`src/rtl/irq_pacer_pkg.sv`:
```
package irq_pacer_pkg;

  typedef enum logic {
    PH_QUIET = 1'b0,
    PH_PULSE = 1'b1
  } pacer_phase_e;

  function automatic int unsigned pick_gap(input logic [1:0] code,
                                           input int unsigned g0,
                                           input int unsigned g1,
                                           input int unsigned g2,
                                           input int unsigned g3);
    case (code)
      2'd0:    return g0;
      2'd1:    return g1;
      2'd2:    return g2;
      default: return g3;
    endcase
  endfunction

  function automatic int unsigned max_of(input int unsigned a,
                                         input int unsigned b);
    return (a > b) ? a : b;
  endfunction

  function automatic int unsigned bits_for(input int unsigned v);
    return (v < 2) ? 1 : $clog2(v);
  endfunction

endpackage

```
`src/rtl/irq_pacer_tick.sv`:
```
module irq_pacer_tick #(
  parameter int unsigned DIV_RATIO = 4
) (
  input  logic clk,
  input  logic rst_n,
  output logic tick_o
);
  localparam int unsigned DW = irq_pacer_pkg::bits_for(DIV_RATIO);

  generate
    if (DIV_RATIO <= 1) begin : g_pass
      assign tick_o = 1'b1;
    end else begin : g_div
      logic [DW-1:0] phase_q;
      always_ff @(posedge clk or negedge rst_n) begin
        if (!rst_n) begin
          phase_q <= '0;
        end else if (phase_q == DW'(DIV_RATIO - 1)) begin
          phase_q <= '0;
        end else begin
          phase_q <= phase_q + 1'b1;
        end
      end
      assign tick_o = (phase_q == DW'(DIV_RATIO - 1));
    end
  endgenerate
endmodule

```
`src/rtl/irq_pacer_seq.sv`:
```
module irq_pacer_seq
  import irq_pacer_pkg::*;
#(
  parameter int unsigned PULSE_TICKS = 32,
  parameter int unsigned GAP_SEL0    = 768,
  parameter int unsigned GAP_SEL1    = 896,
  parameter int unsigned GAP_SEL2    = 1792,
  parameter int unsigned GAP_SEL3    = 1920,
  parameter int unsigned CNT_W       = 11
) (
  input  logic       clk,
  input  logic       rst_n,
  input  logic       tick_i,
  input  logic       clear_i,
  input  logic [1:0] gap_sel_i,
  output logic       active_o,
  output logic       gap_done_o,
  output logic       pulse_done_o
);
  pacer_phase_e     phase_q;
  logic [CNT_W-1:0] cnt_q;
  logic [1:0]       code_q;
  logic             load_pend_q;
  logic [CNT_W-1:0] gap_last;
  logic             load_code;

  assign gap_last     = CNT_W'(pick_gap(code_q, GAP_SEL0, GAP_SEL1,
                                        GAP_SEL2, GAP_SEL3) - 1);
  assign gap_done_o   = tick_i && !clear_i && (phase_q == PH_QUIET)
                        && (cnt_q == gap_last);
  assign pulse_done_o = tick_i && (phase_q == PH_PULSE)
                        && (cnt_q == CNT_W'(PULSE_TICKS - 1));
  assign load_code    = load_pend_q || pulse_done_o || clear_i;
  assign active_o     = (phase_q == PH_PULSE);

  always_ff @(posedge clk or negedge rst_n) begin
    if (!rst_n) begin
      code_q      <= 2'd0;
      load_pend_q <= 1'b1;
    end else begin
      load_pend_q <= 1'b0;
      if (load_code) begin
        code_q <= gap_sel_i;
      end
    end
  end

  always_ff @(posedge clk or negedge rst_n) begin
    if (!rst_n) begin
      phase_q <= PH_QUIET;
      cnt_q   <= '0;
    end else if (clear_i) begin
      phase_q <= PH_QUIET;
      cnt_q   <= '0;
    end else if (gap_done_o) begin
      phase_q <= PH_PULSE;
      cnt_q   <= '0;
    end else if (pulse_done_o) begin
      phase_q <= PH_QUIET;
      cnt_q   <= '0;
    end else if (tick_i) begin
      cnt_q   <= cnt_q + 1'b1;
    end
  end
endmodule

```
`src/rtl/irq_pacer_drive.sv`:
```
module irq_pacer_drive (
  input  logic active_i,
  input  logic advance_i,
  output logic irq_o,
  output logic mirror_o,
  output logic diag_o,
  output logic busy_o
);
  always_comb begin
    irq_o    = active_i;
    busy_o   = active_i;
    mirror_o = !active_i;
    diag_o   = active_i ? advance_i : 1'b1;
  end
endmodule

```
`src/rtl/irq_pacer.sv`:
```
module irq_pacer
  import irq_pacer_pkg::*;
#(
  parameter int unsigned DIV_RATIO   = 4,
  parameter int unsigned PULSE_TICKS = 32,
  parameter int unsigned GAP_SEL0    = 768,
  parameter int unsigned GAP_SEL1    = 896,
  parameter int unsigned GAP_SEL2    = 1792,
  parameter int unsigned GAP_SEL3    = 1920
) (
  input  logic       clk,
  input  logic       rst_n,
  input  logic [1:0] jmp_sel,
  input  logic       clear_i,
  input  logic       advance_i,
  output logic       irq_o,
  output logic       mirror_o,
  output logic       diag_o,
  output logic       busy_o
);
  localparam int unsigned MAX_TICKS = max_of(max_of(GAP_SEL0, GAP_SEL1),
                                             max_of(max_of(GAP_SEL2, GAP_SEL3),
                                                    PULSE_TICKS));
  localparam int unsigned CNT_W     = bits_for(MAX_TICKS + 1);

  logic tick_w;
  logic active_w;
  logic gap_done_w;
  logic pulse_done_w;

  irq_pacer_tick #(.DIV_RATIO(DIV_RATIO)) u_tick (
    .clk    (clk),
    .rst_n  (rst_n),
    .tick_o (tick_w)
  );

  irq_pacer_seq #(
    .PULSE_TICKS (PULSE_TICKS),
    .GAP_SEL0    (GAP_SEL0),
    .GAP_SEL1    (GAP_SEL1),
    .GAP_SEL2    (GAP_SEL2),
    .GAP_SEL3    (GAP_SEL3),
    .CNT_W       (CNT_W)
  ) u_seq (
    .clk          (clk),
    .rst_n        (rst_n),
    .tick_i       (tick_w),
    .clear_i      (clear_i),
    .gap_sel_i    (jmp_sel),
    .active_o     (active_w),
    .gap_done_o   (gap_done_w),
    .pulse_done_o (pulse_done_w)
  );

  irq_pacer_drive u_drive (
    .active_i  (active_w),
    .advance_i (advance_i),
    .irq_o     (irq_o),
    .mirror_o  (mirror_o),
    .diag_o    (diag_o),
    .busy_o    (busy_o)
  );
endmodule

```
`config.mk`:
```
export PLATFORM = sky130hd
export DESIGN_NAME = irq_pacer
export DESIGN_NICKNAME = d
export VERILOG_FILES = /design/src/rtl/irq_pacer_pkg.sv /design/src/rtl/irq_pacer_tick.sv /design/src/rtl/irq_pacer_seq.sv /design/src/rtl/irq_pacer_drive.sv /design/src/rtl/irq_pacer.sv
export SDC_FILE = /design/constraint.sdc
export NUM_CORES = 1
export LEC_CHECK = 0
export BUFFER_PORTS_ARGS = -buffer_cell sky130_fd_sc_hd__buf_2
export CAP_MARGIN = 0
export CORE_ASPECT_RATIO = 0.8
export CORE_MARGIN = 2
export CORE_UTILIZATION = 45
export CTS_CLUSTER_SIZE = 20
export DETAILED_ROUTE_END_ITERATION = 8
export GPL_TIMING_DRIVEN = 0
export HOLD_SLACK_MARGIN = 0.12
export PLACE_DENSITY = 0.69
export SYNTH_ARGS = -nofsm -noshare
export SYNTH_HDL_FRONTEND = slang
export SYNTH_SLANG_ARGS = --single-unit
```
`constraint.sdc`:
```
create_clock -name clk -period 4.52 [get_ports clk]
set_clock_uncertainty 0.05 [all_clocks]
set_input_delay 0 -clock clk [delete_from_list [all_inputs] [get_ports clk]]
set_output_delay 0 -clock clk [all_outputs]
set_load 0.03 [all_outputs]
```
[Yosys cells after proc, flatten, opt, wreduce, memory -nomap -nowiden]
Index checks and enable logic that the tools add are counted.
Word-level totals
  memory bits (read-only): 0
  input bits: 6
  bits in registers: 17
  logic and storage cells: 36
  output and inout port bits: 4
  memories kept: 0
  bits in writable memories: 0
  latch bits: 0
Cells by class
  multiply operators: 0
  divide/modulo/power cells: 0
  reductions and logical operators: 12
  shift-type cells: 0
  mux-type cells: 10
  magnitude comparators: 0
  $add $sub $neg: 3
  equality and inequality tests: 5
  bitwise logic cells: 1
Operators with widths (count)
  $mux W11: 4
  $pmux W11 S3: 1
  $add A11 B1 Y11 const B: 1
  $eq A11 B11 Y1: 1
  $eq A11 B5 Y1 const B: 1
  $sub A11 B1 Y11 const B: 1
  $logic_and A1 B1 Y1: 5
  $eq A2 B2 Y1 const B: 2
  $mux W1: 4
  $reduce_bool A4 Y1: 1
  $reduce_bool A3 Y1: 1
  $add A2 B1 Y2 const B: 1
  $eq A2 B1 Y1 const B: 1
  $logic_not A1 Y1: 2
  $logic_not A2 Y1: 1
  $logic_or A1 B1 Y1: 2
  $mux W2: 1
  $not A1 Y1: 1

[Logic depth before layout (Yosys ltp)]
  word-level depth: 7
  mapped depth: 5
  mapped depth without buffers: 5

[By module]
From an unflattened synthesis, not the netlist that was laid out.
Second synthesis, totals
  cell total of the unflattened synthesis: 87
  area total of the unflattened synthesis: 912.1 um^2
By module, submodules not included
  irq_pacer_seq: times used 1, sequential area each 376.6 um^2, cells an instance 79, area each 820.8 um^2
  irq_pacer_tick: times used 1, sequential area each 50.0 um^2, cells an instance 4, area each 66.3 um^2
  irq_pacer_drive: times used 1, sequential area each 0.0 um^2, cells an instance 4, area each 25.0 um^2

[Worst setup path before layout]
No wires, ideal clock.
  path kind: reg2reg
  from: reg u_tick.g_div.phase_q[0]
  to: reg u_seq.code_q[0]
  data required time: 4.345 ns
  arrival: 1.643 ns
  cell stages (with the launch flop): 6
  buffers on the path: 0
  setup time: 0.125 ns
  path slack: 2.702 ns
  clock period less this slack: 1.818 ns
  cells stage by stage: dfrtp_1 -> ha_1 -> and2_1 -> a41oi_1 -> nor2b_1 -> mux2_2
On the way
  word-level cells in the longest chain between the ends: 5
RTL lines
  start: declaration: line irq_pacer_tick.sv:14  | logic [DW-1:0] phase_q;
  start signal: assignment: line irq_pacer_tick.sv:21  | phase_q <= phase_q + 1'b1;
  $eq A2 B2 Y1: line irq_pacer_tick.sv:24  | assign tick_o = (phase_q == DW'(DIV_RATIO - 1));
  $logic_and A1 B1 Y1: line irq_pacer_seq.sv:31  | assign pulse_done_o = tick_i && (phase_q == PH_PULSE)
  $logic_and A1 B1 Y1: line irq_pacer_seq.sv:32  | && (cnt_q == CNT_W'(PULSE_TICKS - 1));
  $logic_or A1 B1 Y1 (2 in series): line irq_pacer_seq.sv:33  | assign load_code = load_pend_q || pulse_done_o || clear_i;
  end signal: assignment: line irq_pacer_seq.sv:43  | code_q <= gap_sel_i;
  end: declaration: line irq_pacer_seq.sv:22  | logic [1:0] code_q;
Every way passes these cells.
A chain may end at the register's enable or synchronous reset.

[Worst setup path in the final report]
  from: reg u_tick.g_div.phase_q[0]
  to: reg u_seq.code_q[1]
Same word-level chain as after synthesis.

==> results.md <==
Yosys:
- The synthesized netlist net count is 93.
- The number of distinct library cells after synthesis is 28.
- In this run the cell area of the synthesized design comes to 850 sq um.
- The proportion of synthesized flip-flops having asynchronous set or reset is 1.00.
- The average instance in the mapped netlist occupies 9.99 sq um.
- Yosys printed 0 warnings.
- For this run, the register share of the synthesized area comes to 0.502.
- Counting flops and latches in the post-synthesis netlist gives 17.
- Counting flops with a built-in enable in the synthesized netlist gives 0.
- The main flop type after synthesis is sky130_fd_sc_hd__dfrtp_1.
- Counting every instance in the synthesized netlist gives 85.

Routing:
- Dividing the detail-routed wire length by the instance count gives 12.8 um.
- In the routed layout, each cell is associated on average with a via count of 5.18.
- The total number of vias is 658.
- For this block, the initial DRC count from the detailed router was 17.
- The number of detailed-route iterations in the first pass is 4.
- In this run the remaining antenna-violating nets after routing total 0.
- The number of remaining DRC errors is 0.
- The detailed-route wire length is 1630 um.

Global route:
- The initial antenna violation count is 0.
- The first global-routing pass estimated 2750 um of wire.
- Entering global routing, the biggest net connects 17 pins.
- In the global route stage, overall resource usage came out at 0.176.
- For this run the aggregate overflow at the end of global routing stands at 0.
- The via count of the first global-routing pass is 610.

Layout:
- Measured on the finished design, the core utilization comes to 0.550.
- 0 antenna diodes ended up in the layout.
- The count of filler cells inserted in the layout is 175.
- At the end of the flow, the number of nets in the layout was 112.
- The synthesis-to-finish area growth is 18.0%.
- Of the cells placed in the final design, the portion with a size suffix greater than 1 is 0.184.

Setup path:
- The largest stage delay on the critical path is 390 ps.
- Along the worst path, the maximum fanout reaches 6.
- For this design, the slowest cell found on the critical path is sky130_fd_sc_hd__dfrtp_1.
- STA puts the critical path data arrival time at 2140 ps.
- The critical setup path kind is reg -> reg.
- Traced cell by cell, the critical path runs through ha_1, and2_1, a41oi_1, nor2b_1, mux2_2.
- The required time of the critical path is 4660 ps.
- The nature of the critical path startpoint is a register.
- The category of the worst setup path capture point is a register.

Clocking:
- The number of setup buffers added after CTS is 0.
- The number of CTS-inserted buffers is 3.
- The cell sitting at the root of the clock tree is a sky130_fd_sc_hd__clkbuf_4.
- The clock slew seen by the registers of the worst setup and hold paths is 90 ps.
- The sink count of the clock tree is 17.
- The CTS tree is yes.
- In this run the number of H-tree levels came out at 1.
- The clock insertion delay at the later pin of the skew report is 290 ps.
- The longest clock path from root to sink contains 2 buffers.

Floorplanning:
- The die is 52.6 um wide.
- For this configuration, the core starts out at a cell density of 0.466.
- The number of placement rows is 14.
- The die covers 2250 sq um.
- After floorplanning, the core was sized to cover 1820 sq um.
- The number of top-level design ports is 10.
- Measured along the y axis, the die boundary spans 42.9 um.

Pwr:
- Internal power comes to 0.000196 W.
- The total leakage power is 0.406 nW.
- The total power draw is 0.000254 W.
- Power spread over the standard cell area amounts to 254 nW/um^2.
- The share of total power dissipated in the clock network is 0.317.
- For this design the total switching power over the nets is 0.0000586 W.
- Of the total power, the share spent switching nets is 0.231.
- The sequential fraction of design power is 0.617.
- IR analysis of the VDD net gives a maximum drop of 0.000182 V.
- The combinational power share is 0.066.

Flow run:
- The total of max-cap violations is 0.

Timing:
- The count of endpoints failing hold in the final timing report was 0.
- The share of the clock period used by the worst path after layout is 0.444.
- The post-route minimum period is 2010 ps.
- Setup repair after global routing left no endpoint under its margin.
- Timing would allow up to 499 MHz.
- The count of final max-slew check failures is 0.
- In the final timing run, aggregate negative setup slack is 0 ps.
- The final-report setup violation count is 0.
- The slew of the pin with the lowest slew margin is 739 ps.
- The tightest slew margin relative to the limit is 0.506.

Placement:
- The routability congestion estimate is 0.802.
- The HPWL after detailed placement is 1080 um.
- Buffers placed on the I/O ports in this run total 9.

Status:
- The flow ran to the end, and the final reports show no timing, DRC or antenna violations.

Worst hold path:
- The classification of the worst-slack hold path is in -> async.
synthesized netlist by cell type (2+ instances only):
| library cell | number | area, sq um |
|---|---|---|
| sky130_fd_sc_hd__dfrtp_1 | 16 | 400 |
| sky130_fd_sc_hd__nor2_1 | 15 | 56.3 |
| sky130_fd_sc_hd__xnor2_1 | 9 | 78.8 |
| sky130_fd_sc_hd__inv_1 | 6 | 22.5 |
| sky130_fd_sc_hd__nand2_1 | 6 | 22.5 |
| sky130_fd_sc_hd__nor3_1 | 4 | 20.0 |
| sky130_fd_sc_hd__nand3_1 | 3 | 15.0 |
| sky130_fd_sc_hd__ha_1 | 2 | 25.0 |
| sky130_fd_sc_hd__mux2_2 | 2 | 22.5 |
| sky130_fd_sc_hd__nor4_1 | 2 | 12.5 |
| sky130_fd_sc_hd__o21ai_0 | 2 | 10.0 |
| sky130_fd_sc_hd__o31ai_1 | 2 | 15.0 |
per-stage QoR:
step	instances	area [sq um]	setup WS [ps]	hold slack, ps
3_5_place_dp	118	925	2540	-110
2_1_floorplan	85	850	2700	-346
3_3_place_gp	118	925	2560	-112
6_report	127	1000	2510	146
4_1_cts	127	1000	2530	131
5_1_grt	127	1000	2370	137
final timing paths:
check	end	depth (start not counted)	start	slack, ps
max	u_seq.code_q[1]$_DFFE_PN0P_	5	u_tick.g_div.phase_q[0]$_DFF_PN0_	2510
min	u_seq.load_pend_q$_DFF_PN1_	2	rst_n	150
max reg2reg	u_seq.code_q[1]$_DFFE_PN0P_	5	u_tick.g_div.phase_q[0]$_DFF_PN0_	2510
min reg2reg	u_tick.g_div.phase_q[0]$_DFF_PN0_	1	u_tick.g_div.phase_q[0]$_DFF_PN0_	380
max in group asynchronous	u_seq.active_o$_DFFE_PN0P_	3	rst_n	3130
min in group clk	diag_o	3	advance_i	290
area by class of cell:
type                       instances  area [sq um]  share of cell area
buffer                             1          7.51             0.00749
clock buffer                       3          22.5              0.0225
clock inverter                     1          5.00             0.00499
inverter                           6          22.5              0.0225
multi-input combinational         61           393               0.392
sequential                        17           427               0.426
tap                               24          30.0              0.0300
timing repair buffer              14          95.1              0.0949
cells by family after synthesis:
group,share of synthesized area
compound gates,0.0839
fa+ha+maj,0.0295
flops,0.502
mux,0.0265
other cells,0.00441
xor+xnor,0.103
simple gates,0.215
buf+inv,0.0353
timing repair:
item | CTS | global route
hold buffers | 5 | 0
setup endpoints to repair | 0 | 0
resized for setup | 0 | 0
hold endpoints to repair | 23 | 0
power by group through the flow:
stage               sequential [W]  combinational (W)   clock, W
floorplan                 0.000159         0.00000656          0
global route              0.000157          0.0000190  0.0000922
detailed placement        0.000160          0.0000133          0
finish                    0.000157          0.0000167  0.0000807
CTS                       0.000157          0.0000169  0.0000850
global placement          0.000160          0.0000129          0
state kept, by name, summed over array words and instances (netlist names):
register	flops
u_seq.cnt_q	11
u_seq.load_pend_q	1
u_tick.g_div.phase_q	2
u_seq.code_q	2
u_seq.active_o	1
worst max-delay path, delay by kind of cell (launching register included):
kind / cells / cell delay [ps]
and+or+nand+nor: 2 / 450
muxes: 1 / 350
DFF: 1 / 390
adders and majority gates: 1 / 260
AOI/OAI and AO/OA: 1 / 390
layout by cell type, fill, tap and decap left out, types with 2 or more instances in the layout:
cell,netlist,routed
sky130_fd_sc_hd__buf_2,0,9
sky130_fd_sc_hd__clkbuf_4,0,3
sky130_fd_sc_hd__dfrtp_1,16,16
sky130_fd_sc_hd__dlygate4sd3_1,0,5
sky130_fd_sc_hd__ha_1,2,2
sky130_fd_sc_hd__inv_1,6,6
sky130_fd_sc_hd__mux2_2,2,2
sky130_fd_sc_hd__nand2_1,6,6
sky130_fd_sc_hd__nand3_1,3,3
sky130_fd_sc_hd__nor2_1,15,15
sky130_fd_sc_hd__nor3_1,4,4
sky130_fd_sc_hd__nor4_1,2,2
sky130_fd_sc_hd__o21ai_0,2,2
sky130_fd_sc_hd__o31ai_1,2,2
sky130_fd_sc_hd__xnor2_1,9,9
layer usage:
metal / share of wire / GRT usage
met3: 0.048 / 0.0810
met4: 0.013 / 0.0564
met1: 0.49 / 0.229
met5: 0 / 0
met2: 0.45 / 0.260
No activity file was read; power rests on OpenSTA's default activity.
